File: config.mk
export PLATFORM = sky130hd
export DESIGN_NAME = enc_speed_sampler
export DESIGN_NICKNAME = d
export VERILOG_FILES = /design/src/rtl/ess_pkg.sv /design/src/rtl/ess_window_timer.sv /design/src/rtl/ess_stamp_capture.sv /design/src/rtl/ess_fsm.sv /design/src/rtl/enc_speed_sampler.sv
export SDC_FILE = /design/constraint.sdc
export NUM_CORES = 1
export LEC_CHECK = 0
export ABC_CLOCK_PERIOD_IN_PS = 5100
export BUFFER_PORTS_ARGS = -buffer_cell sky130_fd_sc_hd__buf_2
export CAP_MARGIN = 20
export CORE_UTILIZATION = 45
export CTS_CLUSTER_DIAMETER = 30
export CTS_CLUSTER_SIZE = 16
export DETAILED_ROUTE_END_ITERATION = 6
export HOLD_SLACK_MARGIN = 0.12
export SETUP_SLACK_MARGIN = 0.2
export SLEW_MARGIN = 20
export SYNTH_ARGS = -nofsm -noshare
export SYNTH_HDL_FRONTEND = slang
export SYNTH_SLANG_ARGS = --single-unit
File: constraint.sdc
create_clock -name clk -period 5.1 [get_ports clk]
set_input_delay 0 -clock clk [delete_from_list [all_inputs] [get_ports clk]]
set_output_delay 0 -clock clk [all_outputs]
set_load 0.005 [all_outputs]
File: src/rtl/ess_pkg.sv
package ess_pkg;

    localparam int RATE_W = 4;

    typedef enum logic {
        ST_PRIME  = 1'b0,
        ST_SAMPLE = 1'b1
    } ess_state_t;

    typedef struct packed {
        logic              edge_mode;
        logic [RATE_W-1:0] code;
    } ess_cfg_t;

endpackage

File: src/rtl/ess_window_timer.sv
module ess_window_timer #(
    parameter int TICK_DIV = 2500,
    parameter int RATE_W   = 4
) (
    input  logic              clk,
    input  logic              rst_n,
    input  logic              run,
    input  logic [RATE_W-1:0] code,
    output logic              win_end
);
    localparam int PRE_W  = (TICK_DIV > 2) ? $clog2(TICK_DIV) : 1;
    localparam int TCNT_W = 1 << RATE_W;
    localparam logic [PRE_W-1:0] PRE_LAST = PRE_W'(TICK_DIV - 1);

    logic [PRE_W-1:0]  pre_q;
    logic [TCNT_W-1:0] tick_q;
    logic [TCNT_W-1:0] tick_last;
    logic              tick;

    assign tick      = (pre_q == PRE_LAST);
    assign tick_last = (TCNT_W'(1) << code) - TCNT_W'(1);
    assign win_end   = run && tick && (tick_q == tick_last);

    always_ff @(posedge clk) begin
        if (!rst_n || !run) begin
            pre_q  <= '0;
            tick_q <= '0;
        end else if (tick) begin
            pre_q  <= '0;
            tick_q <= win_end ? '0 : tick_q + TCNT_W'(1);
        end else begin
            pre_q  <= pre_q + PRE_W'(1);
        end
    end

endmodule

File: src/rtl/ess_stamp_capture.sv
module ess_stamp_capture #(
    parameter int CNT_W = 16,
    parameter int TS_W  = 32
) (
    input  logic             clk,
    input  logic             rst_n,
    input  logic             cnt_upd,
    input  logic [CNT_W-1:0] pos_count,
    input  logic             clear,
    output logic [TS_W-1:0]  ts_now,
    output logic             edge_seen,
    output logic             eff_seen,
    output logic [CNT_W-1:0] eff_cnt,
    output logic [TS_W-1:0]  eff_ts
);
    logic [CNT_W-1:0] last_cnt_q;
    logic [TS_W-1:0]  last_ts_q;

    always_ff @(posedge clk) begin
        if (!rst_n) begin
            ts_now     <= '0;
            last_cnt_q <= '0;
            last_ts_q  <= '0;
            edge_seen  <= 1'b0;
        end else begin
            ts_now <= ts_now + TS_W'(1);
            if (cnt_upd) begin
                last_cnt_q <= pos_count;
                last_ts_q  <= ts_now;
            end
            edge_seen <= clear ? 1'b0 : (edge_seen | cnt_upd);
        end
    end

    // a strobe in the current cycle overrides the stored capture
    assign eff_seen = edge_seen | cnt_upd;
    assign eff_cnt  = cnt_upd ? pos_count : last_cnt_q;
    assign eff_ts   = cnt_upd ? ts_now    : last_ts_q;

endmodule

File: src/rtl/ess_fsm.sv
module ess_fsm
    import ess_pkg::*;
#(
    parameter int CNT_W    = 16,
    parameter int TS_W     = 32,
    parameter int TICK_DIV = 2500
) (
    input  logic             clk,
    input  logic             rst_n,
    input  logic             win_end,
    input  ess_cfg_t         cfg_in,
    input  logic [CNT_W-1:0] pos_count,
    input  logic [TS_W-1:0]  ts_now,
    input  logic             eff_seen,
    input  logic [CNT_W-1:0] eff_cnt,
    input  logic [TS_W-1:0]  eff_ts,
    output ess_state_t       state,
    output ess_cfg_t         cfg_q,
    output logic [CNT_W-1:0] delta_q,
    output logic [TS_W-1:0]  elapsed_q,
    output logic             valid_q
);
    localparam logic [TS_W-1:0] BASE = TS_W'(TICK_DIV);

    logic [CNT_W-1:0] ref_cnt_q;
    logic [TS_W-1:0]  ref_ts_q;

    always_ff @(posedge clk) begin
        if (!rst_n) state <= ST_PRIME;
        else        state <= ST_SAMPLE;
    end

    always_ff @(posedge clk) begin
        if (!rst_n) begin
            cfg_q     <= '0;
            ref_cnt_q <= '0;
            ref_ts_q  <= '0;
            delta_q   <= '0;
            elapsed_q <= '0;
            valid_q   <= 1'b0;
        end else begin
            unique case (state)
                ST_PRIME: begin
                    cfg_q     <= cfg_in;
                    ref_cnt_q <= pos_count;
                    ref_ts_q  <= ts_now;
                    valid_q   <= 1'b0;
                end
                ST_SAMPLE: begin
                    valid_q <= win_end;
                    if (win_end) begin
                        cfg_q <= cfg_in;
                        if (!cfg_q.edge_mode) begin
                            delta_q   <= pos_count - ref_cnt_q;
                            elapsed_q <= BASE << cfg_q.code;
                            ref_cnt_q <= pos_count;
                            ref_ts_q  <= ts_now;
                        end else if (eff_seen) begin
                            delta_q   <= eff_cnt - ref_cnt_q;
                            elapsed_q <= eff_ts - ref_ts_q;
                            ref_cnt_q <= eff_cnt;
                            ref_ts_q  <= eff_ts;
                        end else begin
                            delta_q   <= '0;
                            elapsed_q <= ts_now - ref_ts_q;
                        end
                    end
                end
                default: valid_q <= 1'b0;
            endcase
        end
    end

endmodule

File: src/rtl/enc_speed_sampler.sv
module enc_speed_sampler
    import ess_pkg::*;
#(
    parameter int CNT_W    = 16,
    parameter int TS_W     = 32,
    parameter int TICK_DIV = 2500
) (
    input  logic              clk,
    input  logic              rst_n,
    input  logic [CNT_W-1:0]  pos_count,
    input  logic              cnt_upd,
    input  logic              edge_mode,
    input  logic [RATE_W-1:0] rate_code,
    output logic [CNT_W-1:0]  smp_delta,
    output logic [TS_W-1:0]   smp_elapsed,
    output logic              smp_valid
);
    ess_state_t       state;
    ess_cfg_t         cfg_in;
    ess_cfg_t         cfg_q;
    logic             win_end;
    logic             run;
    logic [TS_W-1:0]  ts_now;
    logic             edge_seen;
    logic             eff_seen;
    logic [CNT_W-1:0] eff_cnt;
    logic [TS_W-1:0]  eff_ts;

    assign cfg_in.edge_mode = edge_mode;
    assign cfg_in.code      = rate_code;
    assign run              = (state == ST_SAMPLE);

    ess_window_timer #(.TICK_DIV(TICK_DIV), .RATE_W(RATE_W)) u_timer (
        .clk     (clk),
        .rst_n   (rst_n),
        .run     (run),
        .code    (cfg_q.code),
        .win_end (win_end)
    );

    ess_stamp_capture #(.CNT_W(CNT_W), .TS_W(TS_W)) u_stamp (
        .clk       (clk),
        .rst_n     (rst_n),
        .cnt_upd   (cnt_upd),
        .pos_count (pos_count),
        .clear     (win_end || !run),
        .ts_now    (ts_now),
        .edge_seen (edge_seen),
        .eff_seen  (eff_seen),
        .eff_cnt   (eff_cnt),
        .eff_ts    (eff_ts)
    );

    ess_fsm #(.CNT_W(CNT_W), .TS_W(TS_W), .TICK_DIV(TICK_DIV)) u_fsm (
        .clk       (clk),
        .rst_n     (rst_n),
        .win_end   (win_end),
        .cfg_in    (cfg_in),
        .pos_count (pos_count),
        .ts_now    (ts_now),
        .eff_seen  (eff_seen),
        .eff_cnt   (eff_cnt),
        .eff_ts    (eff_ts),
        .state     (state),
        .cfg_q     (cfg_q),
        .delta_q   (smp_delta),
        .elapsed_q (smp_elapsed),
        .valid_q   (smp_valid)
    );

endmodule

# == Yosys cells after proc, flatten, opt, wreduce, memory -nomap -nowiden ==
# Cells that the tools add are included.
# classes
muxes,19
bitwise_logic,3
shifts,2
n_eq_ne,4
reduce_logical,10
addsub,8
# ops
operator,count
$mux W32,6
$mux W16,7
$pmux W32 S2,1
$sub A32 B32 Y32,2
$add A32 B1 Y32 const B,1
$pmux W16 S2,1
$shl A12 B4 Y32 const A,1
$sub A16 B16 Y16,2
$add A16 B1 Y16 const B,1
$eq A16 B16 Y1,1
$shl A1 B4 Y16 const A,1
$sub A16 B2 Y16 const B,1
$add A12 B1 Y12 const B,1
$eq A12 B12 Y1 const B,1
$pmux W5 S2,1
$mux W5,1
$reduce_and A2 Y1,2
$reduce_or A2 Y1,2
$ne A3 B3 Y1 const B,1
$logic_and A1 B1 Y1,2
$logic_not A1 Y1,2
$logic_or A1 B1 Y1,2
$ne A2 B1 Y1 const B,1
$not A1 Y1,2
other kinds (3),3
# totals
output_inout_bits,49
input_bits,24
regBits,212
wordCells,60

# == Longest topological paths before layout ==
# depth
ltp_word,6
ltp_mapped,18
mapped_depth_nobuf,14

# == Cells and area by module ==
# Synthesis repeated with hierarchy kept, for this count alone.
# unflattened
hier_cells,1639
hier_area_um2,13670.6
# modules_own_cells
module,instances,seq_area_each_um2,cells_each,area_each_um2
ess_fsm,1,2062.0,1087,8421.8
ess_stamp_capture,1,1621.6,326,3314.4
ess_window_timer,1,560.5,225,1928.1
enc_speed_sampler,1,0.0,1,6.3

# == Worst setup path before layout ==
# OpenSTA, ideal clock, no wires.
# synth_path
kind,register to register
from,register u_stamp.edge_seen
to,register u_fsm.elapsed_q[24]
setup_ns,0.123
stages_incl_launch_ff,17
arrival_ns,3.584
t_required_ns,4.977
period_less_slack_ns,3.707
slack_ns,1.393
path_buffers,2
cell_sequence,dfxtp_1 nor2b_1 clkbuf_1 clkbuf_1 mux2i_1 ha_1 inv_1 fa_1 a211oi_1 o211a_1 o31ai_1 o41ai_1 o21ai_0 a21oi_1 xnor2_1 a221oi_1 nor2_1
# synth_via
elab_chain_cells,3
# synth_rtl
element,line_no,text
"start, declared",ess_stamp_capture.sv:11,"output logic edge_seen,"
"start signal, assigned",ess_stamp_capture.sv:31,edge_seen <= clear ? 1'b0 : (edge_seen | cnt_upd);
$or A1 B1 Y1,ess_stamp_capture.sv:36,assign eff_seen = edge_seen | cnt_upd;
$mux W32,ess_fsm.sv:58,end else if (eff_seen) begin
$mux W32,ess_fsm.sv:53,if (!cfg_q.edge_mode) begin
"end signal, assigned",ess_fsm.sv:55,elapsed_q <= BASE << cfg_q.code;
"end signal, assigned",ess_fsm.sv:60,elapsed_q <= eff_ts - ref_ts_q;
"end signal, assigned",ess_fsm.sv:65,elapsed_q <= ts_now - ref_ts_q;
"end, declared",ess_fsm.sv:20,"output logic [TS_W-1:0] elapsed_q,"
# No other way between the ends.
# A chain may end at the register's enable or synchronous reset.

# == Worst setup path in the final report ==
# layout_path
from,register u_fsm.cfg_q[1] (netlist name)
to,register u_fsm.ref_ts_q[26]
# layout_via
elab_chain_cells,6
# layout_rtl
element,line_no,text
$shl A1 B4 Y16,ess_window_timer.sv:21,assign tick_last = (TCNT_W'(1) << code) - TCNT_W'(1);
$sub A16 B2 Y16,ess_window_timer.sv:21,
$eq A16 B16 Y1,ess_window_timer.sv:22,assign win_end = run && tick && (tick_q == tick_last);
$logic_and A1 B1 Y1,ess_window_timer.sv:22,
$ne A2 B1 Y1 (no line),n/a,
$reduce_and A2 Y1 (no line),n/a,
"end signal, assigned",ess_fsm.sv:46,ref_ts_q <= ts_now;
"end signal, assigned",ess_fsm.sv:57,ref_ts_q <= ts_now;
"end signal, assigned",ess_fsm.sv:62,ref_ts_q <= eff_ts;
"end, declared",ess_fsm.sv:26,logic [TS_W-1:0] ref_ts_q;
# No other way between the ends.

==> impl_metrics.json <==
{
  "status": "finished, final reports clean",
  "path_class": "flip-flop to flip-flop",
  "cp.required_ns": 5.56,
  "rsz0062_at_grt": "no",
  "finalSetupViolations": 0,
  "power_switching_mw": 1.413,
  "worstSetupEndpointType": "flip-flop",
  "fin_ws_ns": 0.8029,
  "overflow": 0,
  "core_um2": 28160,
  "fin_crit_sh_pct": 84.26,
  "place_area_um2": 13570,
  "sequentialPowerShare_pct": 29.5,
  "yosysTopAreaCell": "dfxtp_1",
  "maxSlewHeadroom_pct": 34.03,
  "ant_nets": 0,
  "port_buffers": 72,
  "yosys-top-cells-count": "nor2_1 (219), dfxtp_1 (212), nand2_1 (102), mux2i_1 (92), o21ai_0 (86)",
  "vias_per_cell": 5.478,
  "yosysUniqueCellTypes": 72,
  "num_vias": 11310,
  "cts_sinks": 212,
  "routed.top_layer": "met4",
  "wl_met2_um": 16330,
  "tightestPinTransition_ns": 0.9895,
  "grt_pass1_vias": 10840,
  "synthTopCellsByArea": "dfxtp_1 (33%), mux2i_1 (7.1%), ha_1 (6.7%), nor2_1 (6.3%), xor2_1 (4.1%)",
  "swShare_pct": 24.17,
  "r2r_start": "u_fsm.cfg_q[1]",
  "cts_made_buffers": 53,
  "drive_gt1_share_pct": 14.46,
  "grt_pass1_wl_um": 55450,
  "ys.flop_type": "dfxtp_1",
  "routed_wirelength_um": 34320,
  "yosysMostFrequentCell": "nor2_1",
  "min_from": "edge_mode",
  "cts_tree": "yes",
  "drv_cap": 0,
  "yosys_warnings": 0,
  "clockRootBuffer": "clkbuf_16",
  "met3_length_um": 1438,
  "area_delta_synth_final_pct": 20.64,
  "nets": 1745,
  "rr_endpoint": "u_fsm.ref_ts_q[26]",
  "peakVddDrop_mv": 0.2822,
  "cts_max_level": 2,
  "hold_depth": 4,
  "crit_path_max_fanout": 60,
  "synth_area_um2": 13050,
  "fin_skew_ns": 0.01669,
  "grt_usage_pct": 23.38,
  "clk_pin_slew_ns": 0.04,
  "pre_cts_ws_ns": 0.8509,
  "synth_cells": 1575,
  "ys_ff_latch": 212,
  "maxSlewViolCount": 0,
  "ios": 73,
  "cts_buffer_depth": 3,
  "first_iter_violations": 607,
  "hold_viol": 0,
  "die_h_um": 172.3,
  "hold_path_end": "u_fsm.cfg_q[4]",
  "ys_seq_area_share_pct": 32.53,
  "p_per_area_nw_per_um2": 371.4,
  "synth_top_area_share_pct": 32.53,
  "combPwrFrac_pct": 11.9,
  "wl_per_cell_um": 16.62,
  "min_path_type": "input port to flip-flop",
  "crit_path_start_kind": "flip-flop",
  "r2r_cells": 14,
  "met1_length_um": 15840,
  "postCtsSetupBuffers": 0,
  "start_util_pct": 46.33,
  "die_w_um": 172.3,
  "drc": 0,
  "syn_avg_cell_area_um2": 8.284,
  "synth_fp_nets": 1672,
  "hpwl_um": 23560,
  "gp_congestion": 0.8695,
  "insertion_delay_ns": 0.55,
  "intPower_mw": 4.433,
  "antenna_found_initial": 0,
  "drtPass1Iterations": 5,
  "leakage_nw": 6.930,
  "grt_start_max_net_pins": 119,
  "synthArstFlopShare_pct": 0,
  "design_area_um2": 15740,
  "finalCriticalPeriod_ns": 4.297,
  "tns_ns": 0,
  "clkPwrFrac_pct": 58.7,
  "dieArea_um2": 29680,
  "power.total_mw": 5.845,
  "final_util_pct": 55.89,
  "fmax_mhz": 232.7,
  "rows": 61,
  "synth_edf_count": 0,
  "antennaDiodeCount": 0,
  "reg2reg_slack_ns": 0.80,
  "critPathArrivalTime_ns": 4.76
}
layout make-up:
type | instances | area, um2
clock buffer | 73 | 1524
fill | 2611 | 12420
multi-input combinational | 1177 | 8036
clock inverter | 21 | 316.6
timing repair buffer | 117 | 813.3
tap | 378 | 473.0
inverter | 87 | 331.6
sequential | 212 | 4245
worst max path at each step:
stage / startpoint / endpoint / slack [ns] / cells past startpoint
after CTS: u_fsm.cfg_q[1] / u_fsm.ref_ts_q[26] / 0.82 / 14
after global routing: u_fsm.cfg_q[1] / u_fsm.ref_ts_q[26] / 0.33 / 14
after detailed placement: u_fsm.cfg_q[1] / u_fsm.ref_cnt_q[15] / 0.85 / 14
after global placement: u_stamp.edge_seen / u_fsm.elapsed_q[30] / 0.96 / 12
final: u_fsm.cfg_q[1] / u_fsm.ref_ts_q[26] / 0.80 / 14
after floorplan: u_stamp.edge_seen / u_fsm.elapsed_q[24] / 1.39 / 16
through the flow:
| stage | hold WS, ns | std cells |
|---|---|---|
| after floorplan | 0.02772 | 1575 |
| after global placement | 0.2680 | 1939 |
| after detailed placement | 0.2696 | 1939 |
| after CTS | 0.2584 | 2064 |
| after global routing | 0.2869 | 2065 |
| final | 0.2679 | 2065 |
layout by cell type (no fill, tap or decap), types with 9 or more instances in the layout:
cell           instances
dlygate4sd3_1         31
a21o_1                29
clkinv_2               9
a211oi_2              27
dfxtp_1              211
and3_1                12
ha_1                  70
nand4_1               16
buf_2                 72
inv_1                 85
xnor2_1               53
clkbuf_16             55
o31ai_1               18
nor2b_1               12
a21oi_1               75
o21a_1                10
mux2i_1               92
clkbuf_1              10
nor2_1               219
o221ai_1              12
or3_1                 15
o211ai_1               9
nand3_1               55
o21ai_0               86
nand2_1              101
nand2b_1              10
a211oi_1              29
mux2_2                30
o211a_1               10
xor2_1                61
buf_4                 11
a31oi_1                9
nor3_1                22
worst max-delay path, cell delays in order (launching register included):
cell and delay, ns:
dfxtp_1 0.37, inv_1 0.18, ha_1 0.61, nand2_1 0.16, ha_1 0.35, nor2b_1 0.17, o21ai_0 0.24, a21o_1 0.14
nand3_1 0.09, nor4_1 0.32, nand4_1 0.33, o21ai_4 0.53, buf_12 0.33, nor2_1 0.10, a211oi_2 0.21
routing by layer:
metal / vias to the layer above / GRT usage [%]
met5: - / 0
met4: 0 / 7.272
met3: 64 / 3.616
met2: 199 / 40.22
met1: 5333 / 29.85
li1: 5716 / -
sequential cells by signal (all words and copies together) (netlist names):
signal and flops:
u_timer.tick_q 16, u_fsm.state 1, u_timer.pre_q 12, u_fsm.cfg_q 5, u_stamp.last_ts_q 32, u_stamp.edge_seen 1
u_fsm.ref_cnt_q 16, u_fsm.ref_ts_q 32, u_fsm.delta_q 16, u_fsm.valid_q 1, u_fsm.elapsed_q 32, u_stamp.ts_now 32
u_stamp.last_cnt_q 16
power groups by stage:
stage / Sequential, mW / Clock, mW / Combinational (mW)
6_report: 1.72 / 3.43 / 0.694
5_1_grt: 1.72 / 3.57 / 0.772
4_1_cts: 1.72 / 3.48 / 0.694
3_5_place_dp: 1.75 / 0 / 0.668
3_3_place_gp: 1.75 / 0 / 0.665
2_1_floorplan: 1.74 / 0 / 0.528
logic make-up after synthesis:
group / Yosys count / share of synthesized area, %
AO/OA/AOI/OAI: 365 / 19.51
adder cells (fa/ha/maj): 73 / 7.173
AND/OR/NAND/NOR: 503 / 17.50
flip-flops: 212 / 32.53
XOR/XNOR: 114 / 7.652
multiplexers: 122 / 9.647
buffers and inverters: 186 / 5.984
timing repair:
item | CTS | global route
hold buffers | 31 | 0
resized for setup | 0 | 0
hold endpoints to repair | 58 | 0
(Power assumes the default switching activity.)
